`src/rtl/bkup_pkg.sv`:
```
package bkup_pkg;
  localparam int FLAG_W        = 5;
  localparam int FL_BELOW_SW   = 0;
  localparam int FL_BELOW_BATT = 1;
  localparam int FL_BELOW_FLR  = 2;
  localparam int FL_ABOVE_RST  = 3;
  localparam int FL_PFI_LOW    = 4;

  typedef enum logic [1:0] {
    ST_MAIN    = 2'd0,
    ST_TO_BATT = 2'd1,
    ST_BACKUP  = 2'd2,
    ST_TO_MAIN = 2'd3
  } srcState_t;

  typedef struct packed {
    logic driveMain;
    logic driveBatt;
    logic settledMain;
  } railStrobe_t;
endpackage

```
`src/rtl/bkup_flag_sync.sv`:
```
module bkup_flag_sync #(
  parameter int WIDTH  = 5,
  parameter int STAGES = 2
) (
  input  logic             clk,
  input  logic             rstN,
  input  logic [WIDTH-1:0] rawIn,
  output logic [WIDTH-1:0] syncOut
);
  logic [WIDTH-1:0] chain [STAGES];

  for (genvar s = 0; s < STAGES; s++) begin : g_stage
    if (s == 0) begin : g_first
      always_ff @(posedge clk or negedge rstN) begin
        if (!rstN) chain[0] <= '0;
        else       chain[0] <= rawIn;
      end
    end else begin : g_next
      always_ff @(posedge clk or negedge rstN) begin
        if (!rstN) chain[s] <= '0;
        else       chain[s] <= chain[s-1];
      end
    end
  end

  assign syncOut = chain[STAGES-1];
endmodule

```
`src/rtl/bkup_ctrl.sv`:
```
module bkup_ctrl
  import bkup_pkg::*;
(
  input  logic              clk,
  input  logic              rstN,
  input  logic [FLAG_W-1:0] flags,
  output railStrobe_t       strobe
);
  srcState_t state, stateNext;
  logic enterBatt, leaveBatt;

  assign enterBatt = (flags[FL_BELOW_SW] && flags[FL_BELOW_BATT]) || flags[FL_BELOW_FLR];
  assign leaveBatt = flags[FL_ABOVE_RST];

  always_comb begin
    stateNext = state;
    unique case (state)
      ST_MAIN:    if (enterBatt) stateNext = ST_TO_BATT;
      ST_TO_BATT: stateNext = ST_BACKUP;
      ST_BACKUP:  if (leaveBatt) stateNext = ST_TO_MAIN;
      ST_TO_MAIN: stateNext = ST_MAIN;
      default:    stateNext = ST_MAIN;
    endcase
  end

  always_ff @(posedge clk or negedge rstN) begin
    if (!rstN) state <= ST_MAIN;
    else       state <= stateNext;
  end

  assign strobe.driveMain   = (state == ST_MAIN);
  assign strobe.driveBatt   = (state == ST_BACKUP);
  assign strobe.settledMain = (state == ST_MAIN);

  // no departure from main without a qualifying entry condition
  a_r2_stay_main: assert property (@(posedge clk) disable iff (!rstN)
    (state == ST_MAIN && !flags[FL_BELOW_FLR] &&
     !(flags[FL_BELOW_SW] && flags[FL_BELOW_BATT])) |=> state == ST_MAIN);

  // floor always forces departure from main
  a_r3_floor_leaves: assert property (@(posedge clk) disable iff (!rstN)
    (state == ST_MAIN && flags[FL_BELOW_FLR]) |=> state == ST_TO_BATT);

  // battery held until supply exceeds reset threshold
  a_r4_hold_batt: assert property (@(posedge clk) disable iff (!rstN)
    (state == ST_BACKUP && !flags[FL_ABOVE_RST]) |=> state == ST_BACKUP);

  // each gap lasts a single cycle
  a_r5_gap_one: assert property (@(posedge clk) disable iff (!rstN)
    (state == ST_TO_BATT || state == ST_TO_MAIN) |=> (state == ST_BACKUP || state == ST_MAIN));
endmodule

```
`src/rtl/bkup_datapath.sv`:
```
module bkup_datapath
  import bkup_pkg::*;
(
  input  logic        clk,
  input  logic        rstN,
  input  railStrobe_t strobe,
  input  logic        pfiLowS,
  input  logic        belowSwS,
  input  logic        resetActive,
  output logic        mainSel,
  output logic        battSel,
  output logic        pfoN,
  output logic        wdEnable,
  output logic        mrEnable,
  output logic        resetHold
);
  assign mainSel   = strobe.driveMain;
  assign battSel   = strobe.driveBatt;
  assign pfoN      = strobe.settledMain && !(pfiLowS || belowSwS);
  assign wdEnable  = strobe.settledMain && !resetActive;
  assign mrEnable  = strobe.settledMain;
  assign resetHold = !strobe.settledMain;

  // break-before-make, both switches never closed together
  a_r5_never_both: assert property (@(posedge clk) disable iff (!rstN)
    !(mainSel && battSel));

  // battery switch closes only after a cycle with main open
  a_r5_gap_before_batt: assert property (@(posedge clk) disable iff (!rstN)
    $rose(battSel) |-> $past(!mainSel));
endmodule

```
`src/rtl/backup_switch_ctrl.sv`:
```
module backup_switch_ctrl
  import bkup_pkg::*;
#(
  parameter int SYNC_STAGES = 2
) (
  input  logic clk,
  input  logic rstN,
  input  logic belowSwitchIn,
  input  logic belowBattIn,
  input  logic belowFloorIn,
  input  logic aboveResetIn,
  input  logic pfiLowIn,
  input  logic resetActiveIn,
  output logic mainSelOut,
  output logic battSelOut,
  output logic pfoNOut,
  output logic wdEnableOut,
  output logic mrEnableOut,
  output logic resetHoldOut
);
  logic [FLAG_W-1:0] rawFlags, syncFlags;
  railStrobe_t strobe;

  always_comb begin
    rawFlags                = '0;
    rawFlags[FL_BELOW_SW]   = belowSwitchIn;
    rawFlags[FL_BELOW_BATT] = belowBattIn;
    rawFlags[FL_BELOW_FLR]  = belowFloorIn;
    rawFlags[FL_ABOVE_RST]  = aboveResetIn;
    rawFlags[FL_PFI_LOW]    = pfiLowIn;
  end

  bkup_flag_sync #(.WIDTH(FLAG_W), .STAGES(SYNC_STAGES)) u_sync (
    .clk(clk), .rstN(rstN), .rawIn(rawFlags), .syncOut(syncFlags));

  bkup_ctrl u_ctrl (
    .clk(clk), .rstN(rstN), .flags(syncFlags), .strobe(strobe));

  bkup_datapath u_dp (
    .clk(clk), .rstN(rstN), .strobe(strobe),
    .pfiLowS(syncFlags[FL_PFI_LOW]), .belowSwS(syncFlags[FL_BELOW_SW]),
    .resetActive(resetActiveIn),
    .mainSel(mainSelOut), .battSel(battSelOut), .pfoN(pfoNOut),
    .wdEnable(wdEnableOut), .mrEnable(mrEnableOut), .resetHold(resetHoldOut));

  // whenever the battery feeds the rail, everything else is gated
  a_r7_batt_gates: assert property (@(posedge clk) disable iff (!rstN)
    battSelOut |-> (!pfoNOut && !wdEnableOut && !mrEnableOut && resetHoldOut));

  // main reconnects in the same cycle the reset hold drops
  a_r9_main_with_release: assert property (@(posedge clk) disable iff (!rstN)
    $rose(mainSelOut) |-> $fell(resetHoldOut));
endmodule

```
`config.mk`:
```
export PLATFORM = sky130hd
export DESIGN_NAME = backup_switch_ctrl
export DESIGN_NICKNAME = d
export VERILOG_FILES = /design/src/rtl/bkup_pkg.sv /design/src/rtl/bkup_flag_sync.sv /design/src/rtl/bkup_ctrl.sv /design/src/rtl/bkup_datapath.sv /design/src/rtl/backup_switch_ctrl.sv
export SDC_FILE = /design/constraint.sdc
export NUM_CORES = 1
export LEC_CHECK = 0
export BUFFER_PORTS_ARGS = -buffer_cell sky130_fd_sc_hd__buf_2
export CAP_MARGIN = 20
export CORE_AREA = 5 5 42 44
export CTS_BUF_LIST = sky130_fd_sc_hd__clkbuf_4
export CTS_CLUSTER_DIAMETER = 150
export CTS_CLUSTER_SIZE = 10
export DETAILED_ROUTE_END_ITERATION = 10
export DIE_AREA = 0 0 47 49
export GPL_TIMING_DRIVEN = 0
export HOLD_SLACK_MARGIN = 0.02
export SLEW_MARGIN = 25
export SYNTH_ARGS = -nofsm -noshare
export SYNTH_HDL_FRONTEND = slang
export SYNTH_SLANG_ARGS = --single-unit
```
`constraint.sdc`:
```
create_clock -name clk -period 1.5 [get_ports clk]
set_input_delay 0.075 -clock clk [delete_from_list [all_inputs] [get_ports clk]]
set_output_delay 0.075 -clock clk [all_outputs]
set_load 0.02 [all_outputs]
```
==> reports/qor.txt, run 1 <==
Routed Antenna Nets: 0
total wire length: 648 um
status: finished, final reports clean
gpl congestion: 0.5868
P&R area growth vs syn: 44.64%
Seq/Total Area, Yosys: 0.7143
leakage dissipation: 0.3041 nW
first-pass GRT wire length: 1242 um
dpl hpwl: 501.4 um
number of core rows: 14
DIE AREA: 2303 um2
Psw: 0.3488 mW
Overflow after GRT: 0
worst-path maximum fanout: 5
Hold Vio Cnt, Final: 0
root buffer cell: clkbuf_4
nets: 63
Synth Area in XOR/XNOR: 0
area of the multi-input gates: 111.4 um2
asr flop ratio synth: 1.000
post-placement cell area: 510.5 um2
Sw Share: 0.3474
Post-Synth Adder-Cell Area: 0.08929
Ys Warns: 0
I/O Pins: 14
Crit path required time: 1420 ps
kind of critical path: reg2out
DRC: 0
part of the power in registers: 0.393
critical path capture point type: output port
Commonest cells post-synth: 12 x dfrtp_1, 5 x inv_1, 3 x ha_1
Synth Cell Area: 420.4 um2
clock network fraction of design power: 0.176
Synth Flop Type: dfrtp_1
FF/Latch Area: 300.3 um2
Critical Path AT: 1290 ps
fin area: 608.1 um2
Initial Util: 0.3000
max incr delay on CP: 400 ps
setup_tns: 0 ps
share of layout cells above drive strength 1: 0.4400
total iterations of the first detailed-routing run: 4
slowest CP cell: dfrtp_1
Tcrit/Tclk final: 0.9080
Min-Delay Path Class: in2async
combinational group share of total power: 0.431
P_int: 0.6551 mW
Synth Area in Compound Gates: 0.06250
worst-case clock buffer depth: 2
Routed WL per cell: 9.818 um
cell accounting for the most synthesized area: dfrtp_1
fin. max-slew vios: 0
Worst setup SP type: flop
Initial DRC Count: 1
Max Cap Violations: 0
Post-synth EDFFs: 0
RSZ-0062 raised after global routing: false
mux share of post-synthesis cell area: 0.02679
largest net degree at the start of global routing: 13
clock latency at the later pin of the worst-skew pair: 260 ps
DIE WIDTH: 47 um
CTS tree: yes
post-route minimum period: 1362 ps
CTS H-tree depth: 1
worst-margin pin slew: 246.7 ps
most common cell in the synthesized netlist: dfrtp_1
IO Port Bufs: 13
post-synthesis simple-gate area fraction: 0.04464
CTS Buf Count: 3
Clock Sinks: 12
skew final: 1.151 ps
pwr dens: 1651 nW/um2
GR Util All Layers: 0.07582
via count: 271
initial antenna violation count: 0
Distinct cells, synth: 11
syn nets: 39
top cell type's share of synthesized area: 0.7143
vias in the first global route: 308
worst rel slew slack: 0.8356
Synth area leaders: dfrtp_1 71%, ha_1 8.9%, inv_1 4.5%
fillers: 134
Reg clk slew, reported paths: 60 ps
Syn Inst Count: 28
Fmax: 734.2 MHz
vias per inst: 4.106
final setup fails: 0
Die Y-Extent: 49 um
mean post-synth cell area: 15.01 um2
Synth Register Bits: 12
antenna diode count: 0
Cell Chain, Critical Path: inv_2 > ha_4 > inv_1 > nor3_2 > buf_4
main combinational cell family by area after synthesis: adder cells
VDD IR-drop max: 0.6644 mV
Core Box Area: 1401 um2
==> worst max-delay path: cells and delay by family (launching register included) <==
| family | cells | cell delay [ps] |
|---|---|---|
| buffers and inverters | 3 | 320 |
| adders and majority gates | 1 | 150 |
| DFF | 1 | 400 |
| and+or+nand+nor | 1 | 160 |
==> state kept, by name, summed over array words and instances (netlist names) <==
| signal | flops |
|---|---|
| u_ctrl.state | 2 |
| u_sync.chain | 5 |
| u_sync.syncOut | 5 |
==> metrics by stage <==
| stage | setup WS [ps] | utilization | hold slack [ps] | cells | total power [mW] |
|---|---|---|---|---|---|
| 2_1_floorplan | 49.36 | - | -220.6 | 28 | 0.6757 |
| 3_3_place_gp | 143.7 | 0.3643 | -46.95 | 57 | 0.7811 |
| 3_5_place_dp | 109.7 | 0.3643 | -39.97 | 57 | 0.7907 |
| 4_1_cts | 9.057 | 0.4250 | 205.2 | 66 | 0.9935 |
| 5_1_grt | 14.24 | 0.4339 | 235.2 | 66 | 1.091 |
| 6_report | 138.0 | 0.4339 | 210.7 | 66 | 1.004 |
==> power groups by stage <==
stage / logic (mW) / clock network [mW] / registers, mW
floorplan: 0.286 / 0 / 0.390
global placement: 0.388 / 0 / 0.393
detailed placement: 0.395 / 0 / 0.396
CTS: 0.413 / 0.191 / 0.390
global route: 0.490 / 0.202 / 0.399
finish: 0.433 / 0.177 / 0.394
==> layer usage <==
metal	global-route usage	up-vias	share of wire	routed length, um
met2	0.1176	11	0.59	381
met1	0.08314	128	0.33	216
met3	0.01107	0	0.076	49
met5	0	-	0	0
li1	-	132	-	-
met4	0.06912	0	0	0
==> logic make-up (layout without fill, tap and decap cells) <==
logic type,count (synthesis),in the layout
simple gates,4,4
fa+ha+maj,3,3
buf+inv,6,28
compound gates,2,2
mux,1,1
flops,12,12
==> final timing paths <==
path | start | end | slack, ps | cells after the start
max reg2reg | u_ctrl.state[0] | u_ctrl.state[1] | 160 | 4
min | rstN | u_ctrl.state[0] | 210 | 2
max in group asynchronous | rstN | u_sync.syncOut[3] | 1090 | 2
max | u_ctrl.state[1] | pfoNOut | 140 | 5
min in group clk | u_sync.chain[6] | u_sync.syncOut[1] | 350 | 0
min reg2reg | u_sync.chain[6] | u_sync.syncOut[1] | 350 | 0
==> repair_timing <==
action	in CTS	in global routing
gates resized for setup	1	4
pin swaps	0	0
setup buffers	0	0
hold endpoints to repair	17	0
setup endpoints to repair	1	2
hold buffers	6	0
==> layout by cell type (no fill, tap or decap) <==
cell type      synthesis  routed
ha_1                   3       2
buf_4                  1       2
nand2_1                1       1
and3_1                 1       1
o32a_1                 1       1
dfrtp_1               12      12
clkbuf_4               0       3
ha_4                   0       1
dlygate4sd3_1          0       6
inv_2                  0       2
nor2_1                 1       1
a32oi_2                1       1
mux2_1                 1       1
buf_2                  0      12
inv_1                  5       3
nor3_2                 0       1
==> cell type report <==
| cell class | instances | area share |
|---|---|---|
| flip-flops and latches | 12 | 0.4938 |
| repair buffers | 19 | 0.2099 |
| multi-input cells | 10 | 0.1831 |
| clock buffers | 3 | 0.03704 |
| well taps | 16 | 0.03292 |
| inverters | 5 | 0.03086 |
| plain buffers | 1 | 0.01235 |
(Power assumes the default switching activity.)
==> inputs of run 2 (changes only) <==
--- a/config.mk
+++ b/config.mk
@@ -5,6 +5,7 @@
 export SDC_FILE = /design/constraint.sdc
 export NUM_CORES = 1
 export LEC_CHECK = 0
+export ABC_AREA = 1
 export BUFFER_PORTS_ARGS = -buffer_cell sky130_fd_sc_hd__buf_2
 export CAP_MARGIN = 20
 export CORE_AREA = 5 5 42 44
==> reports/qor.txt, run 2 <==
Critical Path AT: 1300 ps
via count: 288
worst-case clock buffer depth: 2
CTS H-tree depth: 1
Clock Sinks: 12
part of the power in registers: 0.386
Synth area leaders: dfrtp_1 71%, ha_1 8.8%, nand2_1 6.2%
Synth Cell Area: 425.4 um2
R2R Path Start: u_ctrl.state[0]
share of layout cells above drive strength 1: 0.3509
post-CTS setup buffer count: 0
skew final: 1.055 ps
Reg clk slew, reported paths: 70 ps
Synth Register Bits: 12
placed insts: 63
nets: 69
Post-synth EDFFs: 0
max incr delay on CP: 380 ps
Ys Warns: 0
fillers: 148
cell accounting for the most synthesized area: dfrtp_1
total iterations of the first detailed-routing run: 4
worst-margin pin slew: 250.5 ps
most common cell in the synthesized netlist: dfrtp_1
Seq/Total Area, Yosys: 0.7059
I/O Pins: 14
Sw Share: 0.3695
Psw: 0.3718 mW
Die Y-Extent: 49 um
clock network fraction of design power: 0.189
Hold WS: 205.3 ps
Distinct cells, synth: 10
DRC: 0
asr flop ratio synth: 1.000
Hold Vio Cnt, Final: 0
number of core rows: 14
worst rel slew slack: 0.8330
met3 WL: 58 um
CTS Buf Count: 3
cells on worst reg2reg path: 5
uppermost layer routed: met4
cell mode on critical path: inv_1
Fmax: 726.9 MHz
total wire length: 654 um
commonest non-fill, non-tap cell in the layout: buf_2
kind of critical path: reg2out
P_int: 0.6343 mW
GR Util All Layers: 0.07230
vias in the first global route: 293
first-pass GRT wire length: 1179 um
Crit path required time: 1420 ps
Commonest cells post-synth: 12 x dfrtp_1, 7 x nand2_1, 5 x inv_1
crit-path leading delay family: flip-flops
metal2 WL: 338 um
VDD IR-drop max: 0.5940 mV
clock latency at the later pin of the worst-skew pair: 260 ps
mean post-synth cell area: 12.51 um2
Max Cap Violations: 0
setup_tns: 0 ps
Cell Chain, Critical Path: inv_1 > ha_2 > inv_1 > nor3_2 > buf_2
commonest non-fill, non-tap cells in the layout: 13 x buf_2, 12 x dfrtp_1, 7 x nand2_1, 6 x dlygate4sd3_1, 5 x inv_1
pwr dens: 1665 nW/um2
Initial Util: 0.3036
WP depth: 5
Final Non-Filler Cells: 73
initial antenna violation count: 0
gpl congestion: 0.6255
FF-to-FF setup slack: 380 ps
status: finished, final reports clean
Pwr Total: 1.006 mW
CP startpoint: u_ctrl.state[0]
Overflow after GRT: 0
critical path capture point type: output port
antenna diode count: 0
top cell type's share of synthesized area: 0.7059
Worst R2R End: u_ctrl.state[0]
Syn Inst Count: 34
DIE WIDTH: 47 um
fin. max-slew vios: 0
syn nets: 45
CP Buf/Inv Count: 3
worst-path maximum fanout: 4
P&R area growth vs syn: 42.06%
Core Box Area: 1401 um2
post-route minimum period: 1376 ps
Initial DRC Count: 1
Routed WL per cell: 8.959 um
Worst setup SP type: flop
root buffer cell: clkbuf_4
combinational group share of total power: 0.425
IO Port Bufs: 13
Synth Flop Type: dfrtp_1
leakage dissipation: 0.3199 nW
Final Util: 0.4313
final setup fails: 0
CTS tree: yes
slowest CP cell: dfrtp_1
largest net degree at the start of global routing: 13
Min-Delay Path Class: in2async
Tcrit/Tclk final: 0.9172
crit path to: pfoNOut
Routed Antenna Nets: 0
vias per inst: 3.945
DIE AREA: 2303 um2
Post-Route M1 WL: 250 um
## run 2: power groups by stage
stage                     Clock, mW  Combinational [mW]  Sequential, mW
after global placement            0               0.403           0.394
after detailed placement          0               0.412           0.395
after floorplan                   0               0.300           0.390
after global routing          0.223               0.496           0.392
final                         0.190               0.428           0.389
after CTS                     0.204               0.426           0.388
## run 2: cell families (layout without fill, tap and decap cells)
kind of cell	count (synthesis)	count (layout)	synth area share
DFF	12	12	0.7059
adders and majority gates	3	3	0.08824
buffers and inverters	6	29	0.06178
and+or+nand+nor	13	13	0.1441
## run 2: repair_timing
| item | in CTS | in global routing |
|---|---|---|
| hold buffers | 6 | 0 |
| hold endpoints to repair | 17 | 0 |
| setup endpoints to repair | 0 | 2 |
| gates resized for setup | 0 | 1 |
## run 2: cell type report
cell class	instances	area [um2]	area share
timing repair buffer	19	125.1	0.2070
sequential	12	300.3	0.4969
tap	16	20.02	0.03313
clock buffer	3	22.52	0.03727
buffer	1	7.507	0.01242
multi-input combinational	16	106.4	0.1760
clock inverter	1	3.754	0.006211
inverter	5	18.77	0.03106
## run 2: layer usage
metal | global-route usage | up-vias
li1 | - | 147
met1 | 0.09491 | 129
met2 | 0.09502 | 10
met3 | 0.02214 | 2
met4 | 0.05530 | 0
met5 | 0 | -
## run 2: stage by stage
step                setup slack [ps]  area (um2)
floorplan                      119.9       430.4
global placement               369.9       515.5
detailed placement             379.1       515.5
CTS                            73.64       601.8
global route                  -11.98       604.3
finish                         124.2       604.3
## run 2: worst min path at each step
stage	from	to	slack, ps
final	rstN	u_sync.chain[8]	210
after global placement	rstN	u_sync.chain[8]	-50
after global routing	rstN	u_sync.chain[8]	230
after floorplan	rstN	u_ctrl.state[0]	-220
after CTS	rstN	u_sync.chain[8]	200
after detailed placement	rstN	u_sync.chain[8]	-40
==> inputs of run 3 (changes only) <==
==> constraint.sdc (replaced) <==
create_clock -name clk -period 1.5 [get_ports clk]
set_input_delay 0.075 -clock clk [delete_from_list [all_inputs] [get_ports clk]]
set_output_delay 0.075 -clock clk [all_outputs]
set_load 0.05 [all_outputs]
==> reports/qor.txt, run 3 (synthesis results as in run 2) <==
P_int: 0.7024 mW
combinational group share of total power: 0.550
Tcrit/Tclk final: 0.9405
first-pass GRT wire length: 1304 um
critical path capture point type: output port
GR peak layer: met2
Hold Vio Cnt, Final: 0
VDD IR-drop max: 0.6728 mV
P&R area growth vs syn: 54.12%
worst rel slew slack: 0.8363
status: finished, final reports clean
clock latency at the later pin of the worst-skew pair: 260 ps
Max Cap Violations: 0
antenna diode count: 0
GR met1 Demand/Resource: 0.09954
root buffer cell: clkbuf_4
Hold WS: 201.0 ps
nets: 71
Initial DRC Count: 2
pwr dens: 1964 nW/um2
vias in the first global route: 322
GR Util All Layers: 0.07874
kind of critical path: reg2out
worst-margin pin slew: 245.6 ps
leakage dissipation: 0.3296 nW
DRC: 0
Cell Chain, Critical Path: inv_2 > ha_4 > clkinvlp_4 > nor3_4 > buf_6
Overflow after GRT: 0
crit-path leading delay family: flip-flops
Initial Util: 0.3036
RSZ-0062 raised after global routing: true
Critical Path AT: 1340 ps
total iterations of the first detailed-routing run: 2
CP Buf/Inv Count: 3
via count: 311
FF-to-FF setup slack: 270 ps
share of layout cells above drive strength 1: 0.4407
clock network fraction of design power: 0.147
largest net degree at the start of global routing: 13
total wire length: 664 um
final setup fails: 0
commonest non-fill, non-tap cell in the layout: dfrtp_1
DIE AREA: 2303 um2
placed insts: 63
GR Layer Usage met3: 0.01107
IO Port Bufs: 13
CTS Buf Count: 3
fin. max-slew vios: 0
DIE WIDTH: 47 um
Final Util: 0.4679
met2 usage: 0.1109
Sw Share: 0.4544
commonest non-fill, non-tap cells in the layout: 12 x dfrtp_1, 11 x buf_2, 7 x nand2_1, 6 x dlygate4sd3_1, 4 x clkbuf_4
skew final: 0.9265 ps
Reg clk slew, reported paths: 70 ps
dpl hpwl: 504.5 um
part of the power in registers: 0.303
Psw: 0.5850 mW
gpl congestion: 0.5970
I/O Pins: 14
Routed Antenna Nets: 0
CTS H-tree depth: 1
initial antenna violation count: 0
Core Box Area: 1401 um2
Clock Sinks: 12
worst-path maximum fanout: 4
Routed WL per cell: 8.853 um
Fmax: 708.8 MHz
number of core rows: 14
Min-Delay Path Class: in2async
CTS tree: yes
slowest CP cell: dfrtp_1
Die Y-Extent: 49 um
vias per inst: 4.147
setup_tns: 0 ps
max incr delay on CP: 390 ps
post-route minimum period: 1411 ps
Crit path required time: 1420 ps
Worst setup SP type: flop
worst-case clock buffer depth: 2
Final Non-Filler Cells: 75
==> run 3: area by class of cell <==
cell class | count | area [um2]
Fill cell | 137 | 745.7
Sequential cell | 12 | 300.3
Timing Repair Buffer | 21 | 148.9
Multi-Input combinational cell | 16 | 130.1
Clock buffer | 3 | 22.52
Inverter | 5 | 22.52
Tap cell | 16 | 20.02
Buffer | 1 | 7.507
Clock inverter | 1 | 3.754
==> run 3: timing repair <==
item / CTS / global route
buffers inserted: 2 / 0
pin swaps: 1 / 1
resized for setup: 2 / 1
endpoints found under the setup margin: 2 / 2
endpoints found under the hold margin: 17 / 0
hold buffers: 6 / 0
==> run 3: power by group through the flow <==
stage	clock (mW)	sequential, mW	combinational [mW]
final	0.189	0.390	0.708
after floorplan	0	0.396	0.553
after detailed placement	0	0.401	0.658
after global placement	0	0.399	0.645
after CTS	0.203	0.390	0.721
after global routing	0.218	0.394	0.770
==> run 3: through the flow <==
stage               worst slack, ps  power (mW)  area [um2]
global route                 -14.11       1.381       655.6
global placement              203.4       1.044       545.5
detailed placement            197.3       1.059       545.5
CTS                           9.735       1.315       653.1
floorplan                    -192.3      0.9490       460.4
finish                        89.26       1.287       655.6
==> run 3: final timing paths <==
path,start,to,cells past startpoint
max,u_ctrl.state[0],pfoNOut,5
min,rstN,u_sync.syncOut[2],2
max reg2reg,u_ctrl.state[0],u_ctrl.state[0],6
min reg2reg,u_sync.chain[7],u_sync.syncOut[2],0
max in group asynchronous,rstN,u_sync.syncOut[3],2
min in group clk,u_sync.chain[7],u_sync.syncOut[2],0
==> run 3: layer usage <==
metal	share of wire	routed length, um
met5	0	0
met4	0.045	30
met3	0.087	58
met2	0.49	327
met1	0.37	248
